`src/rtl/oc_pkg.sv`:
```
package oc_pkg;

    localparam int CTL_W = 8;

    typedef enum logic [2:0] {
        OCM_HOLD  = 3'd0,
        OCM_SET   = 3'd1,
        OCM_CLR   = 3'd2,
        OCM_TOG   = 3'd3,
        OCM_LOW   = 3'd4,
        OCM_HIGH  = 3'd5,
        OCM_PWMA  = 3'd6,
        OCM_PWMB  = 3'd7
    } oc_mode_e;

    // bit 7..6 dir, 5 clr_en, 4 fast_en, 3 pre_en, 2..0 mode
    typedef struct packed {
        logic [1:0] dir;
        logic       clr_en;
        logic       fast_en;
        logic       pre_en;
        oc_mode_e   mode;
    } oc_ctl_t;

    function automatic logic is_pwm(input oc_mode_e m);
        return (m == OCM_PWMA) || (m == OCM_PWMB);
    endfunction

endpackage

```
`src/rtl/oc_regs.sv`:
```
module oc_regs
    import oc_pkg::*;
#(
    parameter int CNT_W = 16
) (
    input  logic                clk,
    input  logic                rst_n,
    input  logic                ctl_wr,
    input  logic [CTL_W-1:0]    ctl_wdata,
    input  logic                cmp_wr,
    input  logic [CNT_W-1:0]    cmp_wdata,
    input  logic                chan_en,
    input  logic                lock3,
    input  logic                upd_evt,
    output oc_ctl_t             ctl,
    output logic [CNT_W-1:0]    ccr_act
);

    typedef struct packed {
        oc_ctl_t          ctl;
        logic [CNT_W-1:0] shadow;
        logic [CNT_W-1:0] act;
    } regs_t;

    regs_t   q, d;
    oc_ctl_t wr_word;

    assign wr_word = oc_ctl_t'(ctl_wdata);

    always_comb begin
        d = q;
        if (ctl_wr) begin
            d.ctl.clr_en  = wr_word.clr_en;
            d.ctl.fast_en = wr_word.fast_en;
            if (!(lock3 && (q.ctl.dir == 2'd0))) begin
                d.ctl.mode   = wr_word.mode;
                d.ctl.pre_en = wr_word.pre_en;
            end
            if (!chan_en) begin
                d.ctl.dir = wr_word.dir;
            end
        end
        if (cmp_wr) begin
            d.shadow = cmp_wdata;
            if (!q.ctl.pre_en) begin
                d.act = cmp_wdata;
            end
        end
        if (q.ctl.pre_en && upd_evt) begin
            d.act = q.shadow;
        end
    end

    always_ff @(posedge clk or negedge rst_n) begin
        if (!rst_n) q <= '0;
        else        q <= d;
    end

    assign ctl     = q.ctl;
    assign ccr_act = q.act;

    p_dir_frozen_r11: assert property (@(posedge clk) disable iff (!rst_n)
        (ctl_wr && chan_en) |=> $stable(q.ctl.dir));

    p_lock_mode_r12: assert property (@(posedge clk) disable iff (!rst_n)
        (ctl_wr && lock3 && (q.ctl.dir == 2'd0)) |=> ($stable(q.ctl.mode) && $stable(q.ctl.pre_en)));

    p_shadow_only_r8: assert property (@(posedge clk) disable iff (!rst_n)
        (q.ctl.pre_en && !upd_evt) |=> $stable(q.act));

    p_direct_load_r8: assert property (@(posedge clk) disable iff (!rst_n)
        (cmp_wr && !q.ctl.pre_en) |=> (q.act == $past(cmp_wdata)));

endmodule

```
`src/rtl/oc_trig.sv`:
```
module oc_trig (
    input  logic clk,
    input  logic rst_n,
    input  logic trig_in,
    output logic trig_hit
);

    typedef struct packed {
        logic s1;
        logic s2;
        logic hit;
    } trig_t;

    trig_t q, d;

    always_comb begin
        d.s1  = trig_in;
        d.s2  = q.s1;
        d.hit = q.s1 & ~q.s2;
    end

    always_ff @(posedge clk or negedge rst_n) begin
        if (!rst_n) q <= '0;
        else        q <= d;
    end

    assign trig_hit = q.hit;

    p_single_hit_r10: assert property (@(posedge clk) disable iff (!rst_n)
        q.hit |=> !q.hit);

endmodule

```
`src/rtl/oc_ref_gen.sv`:
```
module oc_ref_gen
    import oc_pkg::*;
#(
    parameter int CNT_W = 16
) (
    input  logic             clk,
    input  logic             rst_n,
    input  logic [CNT_W-1:0] cnt_val,
    input  logic             cnt_down,
    input  logic [CNT_W-1:0] ccr,
    input  oc_ctl_t          ctl,
    input  logic             trig_hit,
    input  logic             clr_in,
    output logic             oc_ref,
    output logic             cmp_match
);

    typedef struct packed {
        logic ref_lvl;
        logic raw;
        logic was_hold;
        logic match;
    } gen_t;

    gen_t q, d;
    logic eq, raw, pwm_lvl, trig_lvl, is_out, clear_now, fast_fire;

    always_comb begin
        eq        = (cnt_val == ccr);
        raw       = cnt_down ? !(cnt_val > ccr) : (cnt_val < ccr);
        pwm_lvl   = (ctl.mode == OCM_PWMB) ? !raw : raw;
        trig_lvl  = cnt_down ^ (ctl.mode == OCM_PWMB);
        is_out    = (ctl.dir == 2'd0);
        clear_now = ctl.clr_en & clr_in;
        fast_fire = ctl.fast_en & trig_hit & is_pwm(ctl.mode);

        d.match    = eq;
        d.raw      = raw;
        d.was_hold = (ctl.mode == OCM_HOLD);
        d.ref_lvl  = q.ref_lvl;
        case (ctl.mode)
            OCM_HOLD: d.ref_lvl = q.ref_lvl;
            OCM_SET:  if (eq) d.ref_lvl = 1'b1;
            OCM_CLR:  if (eq) d.ref_lvl = 1'b0;
            OCM_TOG:  if (eq) d.ref_lvl = ~q.ref_lvl;
            OCM_LOW:  d.ref_lvl = 1'b0;
            OCM_HIGH: d.ref_lvl = 1'b1;
            OCM_PWMA, OCM_PWMB: begin
                if (fast_fire)                          d.ref_lvl = trig_lvl;
                else if ((raw != q.raw) || q.was_hold)  d.ref_lvl = pwm_lvl;
            end
        endcase
        if (clear_now) d.ref_lvl = 1'b0;
        if (!is_out)   d.ref_lvl = 1'b0;
    end

    always_ff @(posedge clk or negedge rst_n) begin
        if (!rst_n) q <= '0;
        else        q <= d;
    end

    assign oc_ref    = q.ref_lvl & is_out & ~clear_now;
    assign cmp_match = q.match;

    p_match_flag_r2: assert property (@(posedge clk) disable iff (!rst_n)
        (cnt_val == ccr) |=> cmp_match);

    p_hold_keeps_r3: assert property (@(posedge clk) disable iff (!rst_n)
        ((ctl.mode == OCM_HOLD) && is_out && !clear_now) |=> $stable(q.ref_lvl));

    p_force_high_r5: assert property (@(posedge clk) disable iff (!rst_n)
        ((ctl.mode == OCM_HIGH) && is_out && !clear_now) |=> q.ref_lvl);

    p_clear_sticks_r9: assert property (@(posedge clk) disable iff (!rst_n)
        clear_now |=> !q.ref_lvl);

    p_pwm_quiet_r7: assert property (@(posedge clk) disable iff (!rst_n)
        (is_pwm(ctl.mode) && is_out && !clear_now && !fast_fire && (raw == q.raw) && !q.was_hold)
        |=> $stable(q.ref_lvl));

    p_input_low_r11: assert property (@(posedge clk) disable iff (!rst_n)
        !is_out |=> !q.ref_lvl);

endmodule

```
`src/rtl/oc_channel.sv`:
```
module oc_channel
    import oc_pkg::*;
#(
    parameter int CNT_W = 16
) (
    input  logic             clk,
    input  logic             rst_n,
    input  logic [CNT_W-1:0] cnt_val,
    input  logic             cnt_down,
    input  logic             upd_evt,
    input  logic             cmp_wr,
    input  logic [CNT_W-1:0] cmp_wdata,
    input  logic             ctl_wr,
    input  logic [7:0]       ctl_wdata,
    input  logic             chan_en,
    input  logic             lock3,
    input  logic             clr_in,
    input  logic             trig_in,
    output logic             oc_ref,
    output logic             cmp_match
);

    oc_ctl_t          ctl;
    logic [CNT_W-1:0] ccr_act;
    logic             trig_hit;

    oc_regs #(.CNT_W(CNT_W)) i_regs (
        .clk       (clk),
        .rst_n     (rst_n),
        .ctl_wr    (ctl_wr),
        .ctl_wdata (ctl_wdata),
        .cmp_wr    (cmp_wr),
        .cmp_wdata (cmp_wdata),
        .chan_en   (chan_en),
        .lock3     (lock3),
        .upd_evt   (upd_evt),
        .ctl       (ctl),
        .ccr_act   (ccr_act)
    );

    oc_trig i_trig (
        .clk      (clk),
        .rst_n    (rst_n),
        .trig_in  (trig_in),
        .trig_hit (trig_hit)
    );

    oc_ref_gen #(.CNT_W(CNT_W)) i_gen (
        .clk       (clk),
        .rst_n     (rst_n),
        .cnt_val   (cnt_val),
        .cnt_down  (cnt_down),
        .ccr       (ccr_act),
        .ctl       (ctl),
        .trig_hit  (trig_hit),
        .clr_in    (clr_in),
        .oc_ref    (oc_ref),
        .cmp_match (cmp_match)
    );

    p_reset_quiet_r1: assert property (@(posedge clk)
        !rst_n |-> (!oc_ref && !cmp_match));

endmodule

```
`config.mk`:
```
export PLATFORM = sky130hd
export DESIGN_NAME = oc_channel
export DESIGN_NICKNAME = d
export VERILOG_FILES = /design/src/rtl/oc_pkg.sv /design/src/rtl/oc_regs.sv /design/src/rtl/oc_trig.sv /design/src/rtl/oc_ref_gen.sv /design/src/rtl/oc_channel.sv
export SDC_FILE = /design/constraint.sdc
export NUM_CORES = 1
export LEC_CHECK = 0
export BUFFER_PORTS_ARGS = -buffer_cell sky130_fd_sc_hd__buf_2
export CAP_MARGIN = 20
export CORE_AREA = 2 2 88 90
export CTS_CLUSTER_DIAMETER = 60
export DETAILED_ROUTE_END_ITERATION = 8
export DIE_AREA = 0 0 90 92
export PLACE_DENSITY = 0.6
export SLEW_MARGIN = 20
export SYNTH_ARGS = -nofsm -noshare
export SYNTH_HDL_FRONTEND = slang
export SYNTH_SLANG_ARGS = --single-unit
```
`constraint.sdc`:
```
create_clock -name clk -period 2.6 [get_ports clk]
set_input_delay 0.39 -clock clk [delete_from_list [all_inputs] [get_ports clk]]
set_output_delay 0.39 -clock clk [all_outputs]
set_load 0.1 [all_outputs]
```
==> results.json, run 1 <==
{
  "port_buffers": 51,
  "grt_usage": 0.117,
  "setup-tns-final_ns": 0,
  "fillers": 784,
  "place_inst": 366,
  "maxSlewHeadroom": 0.677,
  "tritoncts": "yes",
  "holdBufCountCts": 0,
  "grt_max_degree": 33,
  "design.die.area_um2": 8280,
  "cts_resized": 0,
  "place_ws_ns": 0.340,
  "die_h_um": 92,
  "multi_input_area_um2": 1120,
  "core_area_um2": 7450,
  "hp-class": "in -> async",
  "worst_pin_slew_ns": 0.487,
  "r2r_end": "i_gen.q[3]$_DFFE_PN0P_",
  "area_growth_syn_to_layout_pct": 19.8,
  "cp.required_ns": 2.82,
  "finalPower_mw": 1.76,
  "ff2ff_path_depth": 8,
  "ant_nets": 0,
  "path_clk_slew_ns": 0.09,
  "wirelength_um": 4480,
  "syn_inst": 216,
  "rsz0062_at_grt": "no",
  "arrival_ns": 2.31,
  "maxCapViolations": 0,
  "synthesis.nets": 282,
  "drc": 0,
  "clkSinkCount": 47,
  "initialDrtViolationCount": 92,
  "r2r_slack_ns": 0.51,
  "avgSynthCellArea_um2": 11.0,
  "r2r_start": "i_regs.ccr_act[14]$_DFFE_PN0P_",
  "run_status": "finished, final reports clean",
  "power_density_nw_per_um2": 617,
  "synth_edf_count": 0,
  "antenna_found_initial": 0,
  "seq_area_frac_synth": 0.494,
  "critical-path-max-stage-delay_ns": 0.47,
  "finalSetupViolCount": 0,
  "ys_warn_count": 0,
  "min_period_ns": 2.09,
  "final_cell_count_no_fill": 374,
  "routed_via_density": 4.40,
  "fmax_ghz": 0.479,
  "cts_buffers": 5,
  "grt_pass1_vias": 1706,
  "setup_ws_ns": 0.510,
  "final_max_slew_viol_count": 0,
  "diodes": 0,
  "fin_nets": 337,
  "place_congestion": 0.747,
  "gr-total-overflow": 0,
  "cp_max_fo": 5,
  "cts_root_buffer": "clkbuf_8",
  "grt_pass1_wl_um": 7800,
  "synthFlopType": "dfrtp_1",
  "insertion_delay_ns": 0.29,
  "seq_area_um2": 1180,
  "whs_ns": 0.00555,
  "finalHoldViolations": 0,
  "worst-setup-path-type": "reg -> reg",
  "clockBufferDepth": 2,
  "syn-cell-area_um2": 2380,
  "post_cts_buffers": 0,
  "vias": 1647,
  "ys_seq_elements": 47,
  "synth_cell_types": 27,
  "wl_per_cell_um": 12.0,
  "critPathTopFamily": "compound AO/OA/AOI/OAI gates",
  "dieWidth_um": 90,
  "drtPass1Iterations": 4,
  "vdd_ir_drop_max_mv": 0.230,
  "io_pins": 52,
  "finClkSkew_ns": 0.0151,
  "startpoint_type": "register",
  "path_cells": "inv_1 > ha_1 > nand4_2 > a2111o_1 > a31oi_4 > xor2_1 > a22oi_1 > mux2i_1",
  "detailed_place_hpwl_um": 3580,
  "end_kind": "register",
  "leakage_nw": 1.41,
  "htree_levels": 2,
  "start_util": 0.320,
  "cp_slowest_cell": "a2111o_1",
  "fin_crit_sh": 0.804,
  "critPathBufInv": 1,
  "async_flop_share": 1.00,
  "drive_gt1_frac": 0.327,
  "num_rows": 32
}
-- power breakdown --
| group | internal (mW) | switching (mW) |
|---|---|---|
| Sequential | 0.838 | 0.0612 |
| Combinational | 0.210 | 0.230 |
| Clock | 0.188 | 0.230 |
-- flip-flops by register name, indices dropped and copies added (netlist names) --
signal / cells
i_trig.d: 1
i_gen.q: 3
i_regs.q: 16
i_regs.ctl: 8
i_gen.cmp_match: 1
i_trig.q: 1
i_regs.ccr_act: 16
i_trig.trig_hit: 1
-- how the worst max path moves through the flow --
stage / start / endpoint / slack [ns] / cells past startpoint
3_5_place_dp: cnt_val[11] / i_gen.q[3]$_DFFE_PN0P_ / 0.34 / 8
4_1_cts: i_regs.ccr_act[11]$_DFFE_PN0P_ / i_gen.q[3]$_DFFE_PN0P_ / 0.46 / 8
2_1_floorplan: i_regs.ctl[7]$_DFFE_PN0P_ / oc_ref / 0.35 / 3
6_report: i_regs.ccr_act[14]$_DFFE_PN0P_ / i_gen.q[3]$_DFFE_PN0P_ / 0.51 / 8
5_1_grt: i_regs.ccr_act[14]$_DFFE_PN0P_ / i_gen.q[3]$_DFFE_PN0P_ / 0.18 / 8
3_3_place_gp: cnt_val[11] / i_gen.q[3]$_DFFE_PN0P_ / 0.40 / 7
-- synthesized netlist by cell type, drive strengths merged, types with 2 or more instances --
master / number / share of area
o21ai: 23 / 0.048
clkbuf: 5 / 0.0079
nand2: 26 / 0.041
ha: 16 / 0.084
nand4: 4 / 0.013
inv: 18 / 0.028
mux2: 24 / 0.11
nor4: 2 / 0.0053
nand3: 2 / 0.0042
nor2b: 3 / 0.0079
nor2: 6 / 0.0095
dfrtp: 47 / 0.49
a21oi: 9 / 0.019
mux2i: 19 / 0.080
-- cell usage in the layout (no fill, tap or decap) --
| cell type | n |
|---|---|
| a2111o_1 | 1 |
| a21oi_1 | 9 |
| a22oi_1 | 1 |
| a2bb2oi_1 | 1 |
| a31oi_4 | 1 |
| and2_1 | 1 |
| buf_2 | 51 |
| buf_4 | 3 |
| clkbuf_1 | 1 |
| clkbuf_8 | 5 |
| clkinv_2 | 1 |
| clkinvlp_4 | 1 |
| dfrtp_1 | 47 |
| ha_1 | 16 |
| inv_1 | 18 |
| mux2_2 | 24 |
| mux2i_1 | 18 |
| mux2i_2 | 1 |
| nand2_1 | 26 |
| nand3_1 | 2 |
| nand4_1 | 3 |
| nand4_2 | 1 |
| nor2_1 | 6 |
| nor2b_1 | 3 |
| nor3_1 | 1 |
| nor4_1 | 2 |
| nor4b_1 | 1 |
| o211ai_1 | 1 |
| o21a_1 | 1 |
| o21ai_0 | 23 |
| or2_2 | 1 |
| xor2_1 | 1 |
-- layer usage --
layer  share of wire  global-route usage  wire [um]
met3           0.036              0.0263        160
met4          0.0062              0.0346         28
met5               0                   0          0
met2            0.47               0.190       2100
met1            0.49               0.158       2200
-- layout make-up --
class,count,share of cell area
tap,102,0.0448
multi-input combinational,145,0.392
inverter,18,0.0237
timing repair buffer,54,0.0975
sequential,47,0.413
clock inverter,2,0.00439
clock buffer,6,0.0255
-- worst reg2reg max path: stages, from the launching register on --
cell and delay [ns]:
dfrtp_1 0.35, inv_1 0.05, ha_1 0.32, nand4_2 0.17, a2111o_1 0.47, a31oi_4 0.19, xor2_1 0.08, a22oi_1 0.19
mux2i_1 0.21
-- kinds of logic after synthesis --
family                     Yosys count  share of synthesized area
buffers and inverters               24                     0.0384
AOI/OAI and AO/OA                   38                     0.0941
DFF                                 47                      0.494
and+or+nand+nor                     47                     0.0920
muxes                               43                      0.193
xor gates and xnor gates             1                    0.00368
adders and majority gates           16                     0.0841
-- stage by stage --
step / util / cell area [um2]
after floorplan: - / 2380
after global placement: 0.371 / 2770
after detailed placement: 0.371 / 2770
after CTS: 0.383 / 2850
after global routing: 0.383 / 2850
final: 0.383 / 2850
Note: power is estimated with default switching activity, not from simulation.
==> run 2, diff against run 1 <==
Settings changed: PLACE_DENSITY 0.6 to 0.62.
Clock period 2.6 ns to 1.92 ns, I/O delays scaled along.
==> results.json, run 2 (synthesis results as in run 1) <==
{
  "run_status": "finished, violations left",
  "violations": "setup timing",
  "place_congestion": 0.758,
  "hp-class": "in -> reg",
  "num_rows": 32,
  "detailed_place_hpwl_um": 3540,
  "multi_input_area_um2": 1230,
  "wl_per_cell_um": 12.3,
  "power_density_nw_per_um2": 872,
  "cts_root_buffer": "clkbuf_8",
  "ant_nets": 0,
  "r2r_start": "i_regs.ccr_act[1]$_DFFE_PN0P_",
  "fmax_ghz": 0.475,
  "dieWidth_um": 90,
  "routed_via_density": 4.43,
  "clockBufferDepth": 2,
  "holdCritStartpoint": "trig_in",
  "io_pins": 52,
  "tritoncts": "yes",
  "gr-total-overflow": 0,
  "cp_max_fo": 2,
  "antenna_found_initial": 0,
  "grt_usage": 0.114,
  "hold_end": "i_trig.d[1]$_DFF_PN0_",
  "utilization": 0.415,
  "hold_depth": 1,
  "maxSlewHeadroom": 0.678,
  "grt_pass1_vias": 1652,
  "ff2ff_path_depth": 9,
  "startpoint_type": "register",
  "fillers": 775,
  "insertion_delay_ns": 0.30,
  "cts_buffers": 5,
  "fin_nets": 348,
  "place_ws_ns": -0.197,
  "place_inst": 371,
  "port_buffers": 51,
  "vias": 1705,
  "r2r_slack_ns": -0.18,
  "end_kind": "register",
  "finalHoldViolations": 0,
  "setup_ws_ns": -0.185,
  "final_cell_count_no_fill": 385,
  "rsz0062_at_grt": "yes",
  "cp.required_ns": 2.15,
  "worst_pin_slew_ns": 0.487,
  "finClkSkew_ns": 0.0109,
  "die_h_um": 92,
  "layout_common_cells": "50 x buf_2, 47 x dfrtp_1, 26 x nand2_1, 24 x mux2_2, 22 x o21ai_0",
  "start_util": 0.320,
  "seq_area_um2": 1180,
  "path_clk_slew_ns": 0.09,
  "grt_pass1_wl_um": 7570,
  "maxCapViolations": 0,
  "area_growth_syn_to_layout_pct": 30.0,
  "fin_crit_sh": 1.10,
  "drive_gt1_frac": 0.392,
  "r2r_end": "i_gen.q[3]$_DFFE_PN0P_",
  "clkSinkCount": 47,
  "worst-setup-path-type": "reg -> reg",
  "leakage_nw": 1.49,
  "arrival_ns": 2.33,
  "vdd_ir_drop_max_mv": 0.327,
  "design.die.area_um2": 8280,
  "core_area_um2": 7450,
  "min_period_ns": 2.10,
  "initialDrtViolationCount": 59,
  "finalSetupViolCount": 1,
  "grt_max_degree": 33,
  "mostFrequentLayoutCell": "buf_2",
  "drc": 0,
  "diodes": 0,
  "final_max_slew_viol_count": 0,
  "htree_levels": 2,
  "wirelength_um": 4730,
  "drtPass1Iterations": 4
}
==> run 2: worst max path at each step <==
stage / to / startpoint / slack (ns) / cells after the start
2_1_floorplan: i_gen.q[3]$_DFFE_PN0P_ / i_regs.ccr_act[1]$_DFFE_PN0P_ / 0.003 / 9
4_1_cts: i_gen.q[3]$_DFFE_PN0P_ / i_regs.ccr_act[1]$_DFFE_PN0P_ / -0.18 / 9
3_3_place_gp: i_gen.q[3]$_DFFE_PN0P_ / cnt_val[11] / -0.14 / 8
6_report: i_gen.q[3]$_DFFE_PN0P_ / i_regs.ccr_act[1]$_DFFE_PN0P_ / -0.18 / 9
3_5_place_dp: i_gen.q[3]$_DFFE_PN0P_ / cnt_val[11] / -0.20 / 9
5_1_grt: i_gen.q[3]$_DFFE_PN0P_ / i_regs.ccr_act[1]$_DFFE_PN0P_ / -0.31 / 9
==> run 2: through the flow <==
stage               cell area (um2)  setup TNS, ns  hold WS [ns]  power (mW)
global placement               2820         -0.138         0.269        1.85
finish                         3090         -0.185         0.100        2.70
detailed placement             2820         -0.197         0.267        1.88
CTS                            2990         -0.185        0.0919        2.65
floorplan                      2380              0      -0.00759        1.65
global route                   3090         -0.313        0.0859        2.88
==> run 2: timing repair <==
item | CTS | global route
setup endpoints to repair | 1 | 2
hold buffers | 1 | 0
buffers inserted | 2 | 3
pin swaps | 7 | 4
hold endpoints to repair | 19 | 0
gates resized for setup | 5 | 9
==> run 2: worst max-delay path, stage by stage, from the launching register on <==
cell and delay, ns:
dfrtp_1 0.37, inv_2 0.05, ha_4 0.26, nor2b_1 0.12
o211ai_1 0.09, a2111o_1 0.47, a31oi_4 0.17, xor2_1 0.09
a22oi_1 0.20, mux2i_1 0.21
==> run 2: cell type report <==
cell class | count | share of cell area
multi-input cells | 145 | 0.396
flip-flops and latches | 47 | 0.380
repair buffers | 65 | 0.122
well taps | 102 | 0.0413
clock buffers | 6 | 0.0267
inverters | 18 | 0.0218
clock inverters | 2 | 0.0113
==> run 2: metal layers <==
metal | global-route usage | vias to the layer above | routed length (um) | part of all wire
met3 | 0.0214 | 6 | 124 | 0.026
met4 | 0.0462 | 0 | 77 | 0.016
li1 | - | 881 | - | -
met2 | 0.185 | 25 | 2220 | 0.47
met5 | 0 | - | 0 | 0
met1 | 0.151 | 793 | 2310 | 0.49
==> run 2: where the power goes <==
group          internal (mW)  switching, mW
logic                  0.372          0.365
registers               1.14         0.0853
clock network          0.421          0.317
total                   1.93          0.768
